**config.mk**
```make
export PLATFORM = sky130hd
export DESIGN_NAME = pio_ctrl
export DESIGN_NICKNAME = d
export VERILOG_FILES = /design/src/rtl/pio_pkg.sv /design/src/rtl/pio_control.sv /design/src/rtl/pio_datapath.sv /design/src/rtl/pio_ctrl.sv
export SDC_FILE = /design/constraint.sdc
export NUM_CORES = 1
export LEC_CHECK = 0
export BUFFER_PORTS_ARGS = -buffer_cell sky130_fd_sc_hd__buf_2
export CAP_MARGIN = 10
export CORE_ASPECT_RATIO = 0.6
export CORE_MARGIN = 2
export CORE_UTILIZATION = 35
export DETAILED_ROUTE_END_ITERATION = 6
export PLACE_DENSITY = 0.64
export SLEW_MARGIN = 40
export SYNTH_ARGS = -nofsm -noshare
export SYNTH_HDL_FRONTEND = slang
export SYNTH_SLANG_ARGS = --single-unit
```
**constraint.sdc**
```tcl
create_clock -name clk -period 1.71 [get_ports clk]
set_input_delay 0.2565 -clock clk [delete_from_list [all_inputs] [get_ports clk]]
set_output_delay 0.2565 -clock clk [all_outputs]
set_load 0.01 [all_outputs]
```
**src/rtl/pio_pkg.sv**
```systemverilog
package pio_pkg;
  localparam int PORT_W = 8;
  localparam int IDX_W  = $clog2(PORT_W);

  localparam logic [PORT_W-1:0] CFG_RESET   = 8'h9B;
  localparam logic [PORT_W-1:0] LATCH_RESET = 8'hFF;

  // bit positions inside the configuration byte
  localparam int DIR_CLO = 0;
  localparam int DIR_B   = 1;
  localparam int DIR_CHI = 3;
  localparam int DIR_A   = 4;
  localparam int MODE_FLAG = 7;

  typedef enum logic [1:0] {
    SEL_A   = 2'd0,
    SEL_B   = 2'd1,
    SEL_C   = 2'd2,
    SEL_CFG = 2'd3
  } pioSel_e;

  typedef struct packed {
    logic             wrA;
    logic             wrB;
    logic             wrC;
    logic             modeWr;
    logic             bitOp;
    logic [IDX_W-1:0] bitIdx;
    logic             bitVal;
    logic             rdEn;
    pioSel_e          rdSel;
  } pioStrobe_t;
endpackage

```
**src/rtl/pio_control.sv**
```systemverilog
module pio_control
  import pio_pkg::*;
(
  input  logic              chipSel,
  input  logic              rdStb,
  input  logic              wrStb,
  input  logic [1:0]        addr,
  input  logic [PORT_W-1:0] wrData,
  output pioStrobe_t        strb
);
  logic    wrHit;
  pioSel_e sel;

  assign wrHit = chipSel && wrStb;
  assign sel   = pioSel_e'(addr);

  always_comb begin
    strb        = '0;
    strb.wrA    = wrHit && (sel == SEL_A);
    strb.wrB    = wrHit && (sel == SEL_B);
    strb.wrC    = wrHit && (sel == SEL_C);
    strb.modeWr = wrHit && (sel == SEL_CFG) && wrData[MODE_FLAG];
    strb.bitOp  = wrHit && (sel == SEL_CFG) && !wrData[MODE_FLAG];
    strb.bitIdx = wrData[IDX_W:1];
    strb.bitVal = wrData[0];
    strb.rdEn   = chipSel && rdStb;
    strb.rdSel  = sel;
  end

  // at most one write action per cycle
  always_comb begin
    assert_one_action_R1: assert ($onehot0({strb.wrA, strb.wrB, strb.wrC,
                                            strb.modeWr, strb.bitOp}));
  end
endmodule

```
**src/rtl/pio_datapath.sv**
```systemverilog
module pio_datapath
  import pio_pkg::*;
(
  input  logic              clk,
  input  logic              rstN,
  input  pioStrobe_t        strb,
  input  logic [PORT_W-1:0] wrData,
  input  logic [PORT_W-1:0] portAIn,
  input  logic [PORT_W-1:0] portBIn,
  input  logic [PORT_W-1:0] portCIn,
  output logic [PORT_W-1:0] portAOut,
  output logic [PORT_W-1:0] portBOut,
  output logic [PORT_W-1:0] portCOut,
  output logic [PORT_W-1:0] portAOe,
  output logic [PORT_W-1:0] portBOe,
  output logic [PORT_W-1:0] portCOe,
  output logic [PORT_W-1:0] rdData
);
  localparam int HALF_W = PORT_W / 2;

  logic [PORT_W-1:0] cfgReg;
  logic [PORT_W-1:0] latchA, latchB, latchC;
  logic [PORT_W-1:0] viewC;

  always_ff @(posedge clk or negedge rstN) begin
    if (!rstN) begin
      cfgReg <= CFG_RESET;
      latchA <= LATCH_RESET;
      latchB <= LATCH_RESET;
      latchC <= LATCH_RESET;
    end else if (strb.modeWr) begin
      cfgReg <= wrData;
      latchA <= '0;
      latchB <= '0;
      latchC <= '0;
    end else begin
      if (strb.wrA) latchA <= wrData;
      if (strb.wrB) latchB <= wrData;
      if (strb.wrC) latchC <= wrData;
      if (strb.bitOp) latchC[strb.bitIdx] <= strb.bitVal;
    end
  end

  assign portAOut = latchA;
  assign portBOut = latchB;
  assign portCOut = latchC;
  assign portAOe  = {PORT_W{!cfgReg[DIR_A]}};
  assign portBOe  = {PORT_W{!cfgReg[DIR_B]}};

  // port C nibbles carry their own direction
  for (genvar n = 0; n < 2; n++) begin : g_cNib
    localparam int DIR_BIT = (n == 0) ? DIR_CLO : DIR_CHI;
    assign portCOe[n*HALF_W +: HALF_W] = {HALF_W{!cfgReg[DIR_BIT]}};
    assign viewC[n*HALF_W +: HALF_W]   = cfgReg[DIR_BIT] ? portCIn[n*HALF_W +: HALF_W]
                                                          : latchC[n*HALF_W +: HALF_W];
  end

  always_comb begin
    rdData = '0;
    if (strb.rdEn) begin
      unique case (strb.rdSel)
        SEL_A:   rdData = cfgReg[DIR_A] ? portAIn : latchA;
        SEL_B:   rdData = cfgReg[DIR_B] ? portBIn : latchB;
        SEL_C:   rdData = viewC;
        SEL_CFG: rdData = cfgReg;
        default: rdData = '0;
      endcase
    end
  end

  assert_mode_clears_R5: assert property (@(posedge clk) disable iff (!rstN)
    strb.modeWr |=> (portAOut == '0 && portBOut == '0 && portCOut == '0));

  assert_bitop_keeps_cfg_R7: assert property (@(posedge clk) disable iff (!rstN)
    strb.bitOp |=> $stable(cfgReg));

  assert_bitop_one_bit_R7: assert property (@(posedge clk) disable iff (!rstN)
    strb.bitOp |=> ($countones(portCOut ^ $past(portCOut)) <= 1));

  assert_input_no_drive_R4: assert property (@(posedge clk) disable iff (!rstN)
    (strb.modeWr && wrData[DIR_A]) |=> (portAOe == '0));
endmodule

```
**src/rtl/pio_ctrl.sv**
```systemverilog
module pio_ctrl
  import pio_pkg::*;
(
  input  logic              clk,
  input  logic              rstN,
  input  logic              chipSel,
  input  logic              rdStb,
  input  logic              wrStb,
  input  logic [1:0]        addr,
  input  logic [PORT_W-1:0] wrData,
  output logic [PORT_W-1:0] rdData,
  input  logic [PORT_W-1:0] portAIn,
  output logic [PORT_W-1:0] portAOut,
  output logic [PORT_W-1:0] portAOe,
  input  logic [PORT_W-1:0] portBIn,
  output logic [PORT_W-1:0] portBOut,
  output logic [PORT_W-1:0] portBOe,
  input  logic [PORT_W-1:0] portCIn,
  output logic [PORT_W-1:0] portCOut,
  output logic [PORT_W-1:0] portCOe
);
  pioStrobe_t strb;

  pio_control u_control (
    .chipSel (chipSel),
    .rdStb   (rdStb),
    .wrStb   (wrStb),
    .addr    (addr),
    .wrData  (wrData),
    .strb    (strb)
  );

  pio_datapath u_datapath (
    .clk      (clk),
    .rstN     (rstN),
    .strb     (strb),
    .wrData   (wrData),
    .portAIn  (portAIn),
    .portBIn  (portBIn),
    .portCIn  (portCIn),
    .portAOut (portAOut),
    .portBOut (portBOut),
    .portCOut (portCOut),
    .portAOe  (portAOe),
    .portBOe  (portBOe),
    .portCOe  (portCOe),
    .rdData   (rdData)
  );

  assert_idle_read_R10: assert property (@(posedge clk) disable iff (!rstN)
    !(chipSel && rdStb) |-> (rdData == '0));

  assert_no_cs_hold_R10: assert property (@(posedge clk) disable iff (!rstN)
    !chipSel |=> ($stable(portAOut) && $stable(portBOut) && $stable(portCOut)));
endmodule

```
==> reports/metrics.yaml, run 1 <==
max_clock_freq_mhz: 498
grt_usage_pct: 19.6
finalCritPeriodShare_pct: 118
leakage_nw: 1.39
regToRegStartpoint: "u_datapath.cfgReg[0]"
top_usage_layer: "met2"
p_comb_share_pct: 41.4
fin_worst_skew_ns: 0
grt_pass1_wl_mm: 10.3
clkLatencyLatePin_ns: 0.28
place_inst: 366
clkTransAtPathRegs_ns: 0.07
synth.area.top_cells: "dfstp_2, mux2i_1, buf_4"
die_x_um: 106
syn_nets: 243
switching_share_pct: 34.0
worstSetupPathType: "flip-flop to output port"
vias_per_cell: 5.19
gr-usage-met1_pct: 27.5
maxSlewHeadroom_pct: 51.4
overflow: 0
max-vdd-ir-drop_v: 0.000436
antenna_found_initial: 0
synth-edff-count: 0
hp-class: "input port to async pin"
final_cell_mix: "buf_2, dfstp_2, mux2i_1"
die-height_um: 65.3
arrival_ns: 1.75
cell_internal_pwr_mw: 1.90
slew_violations: 0
cts_buffers: 5
syn2layout_area_growth_pct: 33.2
path_max_fanout: 5
drt-wirelength-per-cell_um: 17.3
portBuffers: 94
cp-start-kind: "flip-flop"
syn_inst: 204
ys_ff_latch: 32
maxCapViolCount: 0
final_common_cell: "buf_2"
dp_hpwl_mm: 5.12
vias: 1984
htreeDepth: 2
ios: 95
hold_violations: 0
sequentialPowerShare_pct: 38.9
place_congestion: 0.806
end_kind: "output port"
finalSetupViolations: 8
design.die.area_um2: 6940
antenna_left: 0
synthesis.area_um2: 2190
nets: 336
cts-root-buf: "clkbuf_8"
rsz0062_at_grt: "true"
yosysTopAreaCell: "dfstp_2"
drtIter0Drc: 148
placed_area_um2: 2710
yosys_warnings: 0
wl_mm: 6.63
use_met3_pct: 4.96
power_density_nw_per_um2: 985
antennaDiodeCount: 0
synth_top_flop_cell: "dfstp_2"
stdcell_area_um2: 2920
dr.pass1.iters: 4
fin_crit_ns: 2.01
grt_max_degree: 33
cts_sinks: 32
async_reset_ff_share_pct: 100
status: "finished, violations left"
drive_above_1_share_pct: 63.8
worst_slew_pin_slew_ns: 0.729
cp_data_required_time_ns: 1.45
synth_cell_types: 42
start_util_pct: 36.1
setup_tns_ns: -2.04
grt_use_met2_pct: 31.0
crit_path_start: "u_datapath.cfgReg[1]"
p_sw_mw: 0.980
rows: 22
core_region_area_um2: 6080
final_cell_count_no_fill: 382
grt_pass1_vias: 1946
cts_buffer_depth: 2
drc: 0
synth_top_area_share_pct: 34.7
seq_area_frac_synth_pct: 38.1
cts_tree: "done"
pwr-share-clk_pct: 19.7
synth.avg_cell_area_um2: 10.8
postLayoutSetupSlackWorst_ns: -0.299
violations: "negative setup slack"
-- timing repair --
item | in CTS | in global routing
buffers inserted | 7 | 1
resized for setup | 17 | 4
pin swaps | 5 | 4
hold buffers | 0 | 0
setup endpoints to repair | 8 | 8
-- state kept, by name (all words and copies together), names as in the netlist --
signal,flops
u_datapath.portCOut,8
u_datapath.portBOut,8
u_datapath.cfgReg,8
u_datapath.portAOut,8
-- cells by family (layout without fill, tap and decap cells) --
family | after synthesis | after routing | share of synthesized area, %
DFF | 32 | 32 | 38.1
and+or+nand+nor | 45 | 45 | 12.9
muxes | 43 | 43 | 22.9
buffers and inverters | 47 | 141 | 12.8
AOI/OAI and AO/OA | 37 | 37 | 13.3
-- layout make-up --
| class | instances | area [µm²] |
|---|---|---|
| clock buffer | 7 | 76.3 |
| clock inverter | 1 | 5.00 |
| fill | 586 | 3160 |
| inverter | 10 | 37.5 |
| multi-input combinational | 125 | 1120 |
| sequential | 32 | 837 |
| tap | 84 | 105 |
| timing repair buffer | 123 | 739 |
-- path summary, 6_finish.rpt --
check                                          to  slack (ns)  cells past startpoint
setup / recovery                        rdData[2]       -0.30                      5
hold / removal               u_datapath.cfgReg[2]        0.03                      1
setup reg to reg             u_datapath.cfgReg[0]        0.67                      3
hold reg to reg            u_datapath.portBOut[7]        0.50                      1
max in group asynchronous    u_datapath.cfgReg[6]        1.21                      1
min in group clk           u_datapath.portAOut[6]        0.26                      2
-- Yosys cell counts, drive strengths merged, types with 4 or more instances --
| cell | count |
|---|---|
| a211oi | 7 |
| clkbuf | 4 |
| nor3 | 8 |
| or2 | 8 |
| mux2i | 31 |
| dfstp | 29 |
| nor2 | 9 |
| mux4 | 5 |
| nand2 | 4 |
| mux2 | 7 |
| inv | 10 |
| buf | 33 |
| a22o | 14 |
| o21ai | 4 |
-- per-stage QoR --
step | hold slack (ns) | worst slack (ns) | util (%) | total power [mW]
after detailed placement | 0.356 | -0.0649 | 44.5 | 2.18
after global routing | 0.0808 | -0.345 | 48.1 | 3.04
after CTS | 0.0492 | -0.291 | 47.7 | 2.87
final | 0.0334 | -0.299 | 48.1 | 2.88
after global placement | 0.345 | -0.0481 | 44.5 | 2.17
after floorplan | -0.0391 | 0.0133 | - | 1.85
-- power groups by stage --
stage	Sequential, mW	Clock [mW]	Combinational [mW]
floorplan	1.12	0	0.731
global placement	1.14	0	1.03
detailed placement	1.14	0	1.04
CTS	1.12	0.580	1.18
global route	1.15	0.612	1.29
finish	1.12	0.567	1.19
-- layer usage --
layer | routed length (µm) | vias up
met5 | 0 | -
met2 | 2970 | 92
met1 | 3050 | 972
met3 | 602 | 0
met4 | 0 | 0
li1 | - | 920
-- critical path: stages (launching register included) --
cell     delay [ns]
dfstp_2        0.55
buf_6          0.14
mux2i_1        0.07
mux4_2         0.46
nor2_2         0.11
buf_2          0.13
Power figures use the tool's default switching activity.
==> run 2: changes to the inputs <==
==> constraint.sdc (replaced) <==
create_clock -name clk -period 1.71 [get_ports clk]
set_input_delay 0.0855 -clock clk [delete_from_list [all_inputs] [get_ports clk]]
set_output_delay 0.0855 -clock clk [all_outputs]
set_load 0.01 [all_outputs]
==> reports/metrics.yaml, run 2 (same netlist as run 1, synthesis figures left out) <==
hp-class: "input port to flip-flop"
grt_max_degree: 33  # unchanged
start_util_pct: 36.1  # unchanged
dr.pass1.iters: 4  # unchanged
arrival_ns: 1.83  # +0.08 ns
cell_internal_pwr_mw: 1.99  # +4.5%
leakage_nw: 1.34  # -3.4%
status: "finished, violations left"
place_congestion: 0.814  # +0.97%
violations: "negative setup slack"
die-height_um: 65.3  # unchanged
maxCapViolCount: 0  # unchanged
die_x_um: 106  # unchanged
postLayoutSetupSlackWorst_ns: -0.203  # +0.0961 ns
grt_usage_pct: 19.3  # -0.33 points
antenna_found_initial: 0  # unchanged
wl_mm: 6.55  # -1.2%
finalSetupViolations: 8  # unchanged
syn2layout_area_growth_pct: 28.2
drt-wirelength-per-cell_um: 17.6  # +1.7%
cts_tree: "done"
hold_violations: 0  # unchanged
path_max_fanout: 5  # unchanged
cp-start-kind: "flip-flop"
grt_pass1_wl_mm: 10.0  # -2.4%
drive_above_1_share_pct: 61.0  # -2.8 points
end_kind: "output port"
worstSetupPathType: "flip-flop to output port"
clkLatencyLatePin_ns: 0.28  # about the same
cts_buffers: 5  # unchanged
dp_hpwl_mm: 4.93  # -3.7%
post-place-ws_ns: 0.0826  # +0.148 ns
worst_slew_pin_slew_ns: 0.731  # +0.00241 ns
ios: 95  # unchanged
nets: 325  # -3.3%
drtIter0Drc: 116  # -22%
final_cell_mix: "buf_2, mux2i_1, dfstp_2"
vias: 1912  # -3.6%
place_inst: 354  # -3.3%
fin_crit_ns: 1.91  # -0.0961 ns
final_cell_count_no_fill: 371  # -2.9%
core_region_area_um2: 6080  # unchanged
pwr-share-clk_pct: 24.6  # +4.9 points
cts_buffer_depth: 2  # unchanged
rsz0062_at_grt: "true"
vias_per_cell: 5.15  # -0.77%
slew_violations: 0  # unchanged
design.die.area_um2: 6940  # unchanged
finalCritPeriodShare_pct: 112  # -5.6 points
maxSlewHeadroom_pct: 51.3  # -0.16 points
rows: 22  # unchanged
htreeDepth: 2  # unchanged
fillers: 610  # +4.1%
antennaDiodeCount: 0  # unchanged
grt_pass1_vias: 1812  # -6.9%
switching_share_pct: 33.0  # -1.1 points
p_sw_mw: 0.977  # -0.35%
max-vdd-ir-drop_v: 0.000370  # -15%
drc: 0  # unchanged
clkTransAtPathRegs_ns: 0.07  # about the same
max_clock_freq_mhz: 523  # +5.0%
power_density_nw_per_um2: 1050  # +7.0%
portBuffers: 94  # unchanged
final_common_cell: "buf_2"
antenna_left: 0  # unchanged
overflow: 0  # unchanged
p_comb_share_pct: 36.3  # -5.1 points
sequentialPowerShare_pct: 39.2  # +0.3 points
fin_worst_skew_ns: 0  # unchanged
cp_data_required_time_ns: 1.62  # +0.17 ns
cts_sinks: 32  # unchanged
cts-root-buf: "clkbuf_8"
## run 2: repair_timing
| item | in CTS | in global routing |
|---|---|---|
| endpoints found under the hold margin | 3 | 0 |
| gates resized for setup | 6 | 5 |
| pin swaps | 2 | 2 |
| hold buffers | 1 | 0 |
| buffers inserted | 5 | 3 |
| setup endpoints to repair | 8 | 8 |
## run 2: through the flow
stage | utilization [%] | total power, mW | setup TNS, ns | hold WS, ns | instance area, µm²
2_1_floorplan | - | 1.85 | 0 | -0.210 | 2190
3_3_place_gp | 42.7 | 2.12 | 0 | 0.177 | 2590
3_5_place_dp | 42.7 | 2.14 | 0 | 0.181 | 2590
4_1_cts | 45.6 | 2.95 | -1.32 | 0.0711 | 2780
5_1_grt | 46.2 | 3.13 | -1.90 | 0.0867 | 2810
6_report | 46.2 | 2.96 | -1.32 | 0.0799 | 2810
## run 2: worst paths after layout
| kind | from | to | slack [ns] | cells past startpoint |
|---|---|---|---|---|
| max | u_datapath.cfgReg[4] | rdData[2] | -0.20 | 5 |
| min | wrData[6] | u_datapath.portAOut[6] | 0.08 | 2 |
| max reg2reg | u_datapath.cfgReg[1] | u_datapath.cfgReg[1] | 0.57 | 3 |
| min reg2reg | u_datapath.cfgReg[7] | u_datapath.cfgReg[7] | 0.50 | 2 |
| max in group asynchronous | rstN | u_datapath.cfgReg[5] | 0.82 | 2 |
| min in group asynchronous | rstN | u_datapath.cfgReg[2] | 0.42 | 2 |
## run 2: critical path, stage by stage, from the launching register on
cell and delay [ns]:
dfstp_4 0.66, buf_6 0.12, mux2i_1 0.06, mux4_2 0.45, nor2_1 0.11, buf_2 0.15
## run 2: cell type report
cell class / count / area, µm² / area share (%)
clock inverter: 2 / 35.0 / 1.25
multi-input combinational: 125 / 1090 / 38.7
timing repair buffer: 112 / 628 / 22.3
sequential: 32 / 845 / 30.0
inverter: 10 / 37.5 / 1.33
clock buffer: 6 / 72.6 / 2.58
tap: 84 / 105 / 3.74
## run 2: power by group through the flow
stage / combinational (mW) / sequential, mW / clock [mW]
2_1_floorplan: 0.731 / 1.12 / 0
3_3_place_gp: 0.946 / 1.18 / 0
3_5_place_dp: 0.954 / 1.18 / 0
4_1_cts: 1.03 / 1.17 / 0.743
5_1_grt: 1.17 / 1.18 / 0.780
6_report: 1.08 / 1.16 / 0.728
## run 2: per-layer routing
metal,GRT usage (%),vias up,routed length [µm]
met5,0,-,0
met4,4.77,0,46
met3,4.17,5,492
met2,27.8,77,2710
met1,29.1,941,3300
li1,-,889,-
==> run 3: changes to the inputs <==
--- a/config.mk
+++ b/config.mk
@@ -5,13 +5,14 @@
 export SDC_FILE = /design/constraint.sdc
 export NUM_CORES = 1
 export LEC_CHECK = 0
+export ABC_AREA = 1
 export BUFFER_PORTS_ARGS = -buffer_cell sky130_fd_sc_hd__buf_2
 export CAP_MARGIN = 10
 export CORE_ASPECT_RATIO = 0.6
 export CORE_MARGIN = 2
 export CORE_UTILIZATION = 35
 export DETAILED_ROUTE_END_ITERATION = 6
-export PLACE_DENSITY = 0.64
+export PLACE_DENSITY = 0.63
 export SLEW_MARGIN = 40
 export SYNTH_ARGS = -nofsm -noshare
 export SYNTH_HDL_FRONTEND = slang
==> reports/metrics.yaml, run 3 <==
start_util_pct: 35.8  # -0.32 points
cts_tree: "done"
regToRegStartpoint: "u_datapath.portCOut[5]"
end_kind: "output port"
ios: 95  # unchanged
synth.avg_cell_area_um2: 6.54  # -39%
fin_worst_skew_ns: 0  # unchanged
grt_max_degree: 33  # unchanged
cts_buffers: 5  # unchanged
r2r-end: "u_datapath.portCOut[5]"
ys_top_cells_by_count: "nand2_1, inv_1, dfstp_2, nor2_1, o21ai_0"
max-vdd-ir-drop_v: 0.000349  # -5.6%
cp-start-kind: "flip-flop"
drive_above_1_share_pct: 36.1  # -25 points
grt_pass1_wl_mm: 10.9  # +8.6%
place_congestion: 0.871  # +7.1%
worstSetupPathType: "flip-flop to output port"
fin_crit_ns: 1.60  # -0.309 ns
rrSetupSlack_ns: 0.73  # +0.16 ns
antenna_left: 0  # unchanged
drtIter0Drc: 145  # +25%
portBuffers: 94  # unchanged
drc: 0  # unchanged
fin_util_pct: 43.7  # -2.5 points
clkTransAtPathRegs_ns: 0.07  # about the same
setup_tns_ns: 0  # +1.32 ns
place_inst: 516  # +46%
synthesis.area_um2: 2360  # +7.4%
overflow: 0  # unchanged
post-place-ws_ns: 0.274  # +0.192 ns
rr_worst_depth: 6  # +3
final_cell_count_no_fill: 527  # +42%
synth.most_common_cell: "nand2_1"
die_x_um: 110  # +3.5%
yosys_warnings: 0  # unchanged
maxSlewHeadroom_pct: 47.5  # -3.7 points
yosysTopAreaCell: "dfstp_2"
cts-root-buf: "clkbuf_8"
ys_ff_latch: 32  # unchanged
stdcell_area_um2: 2880  # +2.4%
final_cell_mix: "nand2_1, buf_2, inv_1"
slew_violations: 0  # unchanged
seq_area_frac_synth_pct: 35.5  # -2.6 points
synth-edff-count: 0  # unchanged
dr.pass1.iters: 4  # unchanged
arrival_ns: 1.52  # -0.31 ns
syn_nets: 399  # +64%
worst_slew_pin_slew_ns: 0.783  # +0.0524 ns
cts_sinks: 32  # unchanged
cp-endpoint: "rdData[1]"
synth_cell_types: 23  # -45%
core_region_area_um2: 6590  # +8.3%
final_common_cell: "nand2_1"
grt_pass1_vias: 2210  # +22%
cts_buffer_depth: 2  # unchanged
hold_violations: 0  # unchanged
power_density_nw_per_um2: 976  # -7.3%
syn2layout_area_growth_pct: 22.2
status: "completed"
rows: 23  # +4.5%
finalCritPeriodShare_pct: 93.8  # -18 points
wl_mm: 6.83  # +4.3%
hp-class: "input port to flip-flop"
holdWs_ns: 0.0551  # -0.0248 ns
async_reset_ff_share_pct: 100  # unchanged
clkLatencyLatePin_ns: 0.28  # about the same
rsz0062_at_grt: "true"
antenna_found_initial: 0  # unchanged
htreeDepth: 2  # unchanged
syn_inst: 360  # +76%
crit_path_start: "u_datapath.cfgReg[1]"
path_max_fanout: 9  # +4
max_clock_freq_mhz: 623  # +19%
vias_per_cell: 4.69  # -9.0%
drt-wirelength-per-cell_um: 13.0  # -27%
synth_top_area_share_pct: 32.3  # -2.4 points
dp_hpwl_mm: 5.32  # +7.8%
design.die.area_um2: 7430  # +7.0%
grt_usage_pct: 19.1  # -0.17 points
p_total_mw: 2.81  # -5.2%
vias: 2472  # +29%
maxCapViolCount: 0  # unchanged
leakage_nw: 1.66  # +24%
die-height_um: 67.6  # +3.4%
placed_area_um2: 2760  # +6.3%
nets: 478  # +47%
synth.area.top_cells: "dfstp_2, nand2_1, inv_1"
antennaDiodeCount: 0  # unchanged
cp_data_required_time_ns: 1.62  # about the same
finalSetupViolations: 0  # -8
synth_top_flop_cell: "dfstp_2"
postLayoutSetupSlackWorst_ns: 0.105  # +0.309 ns
run 3: cell count changes after synthesis, moves of 12 or more:
cell and delta:
o21ai_0 +22, mux2i_1 -31, nand3_1 +20, inv_1 +41
nor2_1 +18, a22o_1 -14, nand2_1 +131, nand4_1 +12
run 3: how the worst min path moves through the flow:
stage                     startpoint                     end  depth (start not counted)  slack [ns]
after detailed placement        rstN    u_datapath.cfgReg[5]                          1        0.20
after global placement          rstN    u_datapath.cfgReg[5]                          1        0.19
after global routing       wrData[6]  u_datapath.portAOut[6]                          3        0.07
final                      wrData[6]  u_datapath.portAOut[6]                          3        0.06
after CTS                  wrData[6]  u_datapath.portAOut[6]                          3        0.06
after floorplan                 rstN    u_datapath.cfgReg[2]                          0       -0.21
run 3: repair_timing:
item                                   4_1_cts  5_1_grt
endpoints found under the hold margin        3        0
gates cloned                                 0        0
setup endpoints to repair                    7        4
buffers inserted                             0        2
resized for setup                            2        4
hold buffers                                 1        0
run 3: kinds of logic after synthesis:
logic type / count (synthesis) / share of synthesized area, %
flops: 32 / 35.5
buf+inv: 87 / 18.9
simple gates: 206 / 37.0
compound gates: 35 / 8.66
run 3: power breakdown:
| group | switching, mW | total [mW] | internal [mW] | leakage [nW] |
|---|---|---|---|---|
| Combinational | 0.639 | 1.07 | 0.435 | 1.27 |
| Sequential | 0.121 | 1.12 | 1.00 | 0.342 |
| Clock | 0.285 | 0.614 | 0.329 | 0.0455 |
run 3: area by class of cell:
cell class	instances	area, µm²
Fill cell	709	3710
Multi-Input combinational cell	241	1070
Sequential cell	32	837
Timing Repair Buffer	106	567
Inverter	53	201
Tap cell	87	109
Clock buffer	8	90.1
run 3: per-layer routing:
metal / global-route usage (%) / vias to the layer above / wire length (µm)
met4: 3.96 / 0 / 0
met1: 27.9 / 1132 / 3390
met2: 29.3 / 98 / 2880
met3: 3.67 / 0 / 557
li1: - / 1242 / -
met5: 0 / - / 0
run 3: critical path: stages (launching register included):
cell      delay, ns
dfstp_2        0.54
clkinv_2       0.14
nand2_1        0.10
o21ai_0        0.07
nand2_1        0.06
nand2_1        0.05
a21oi_1        0.13
buf_2          0.15
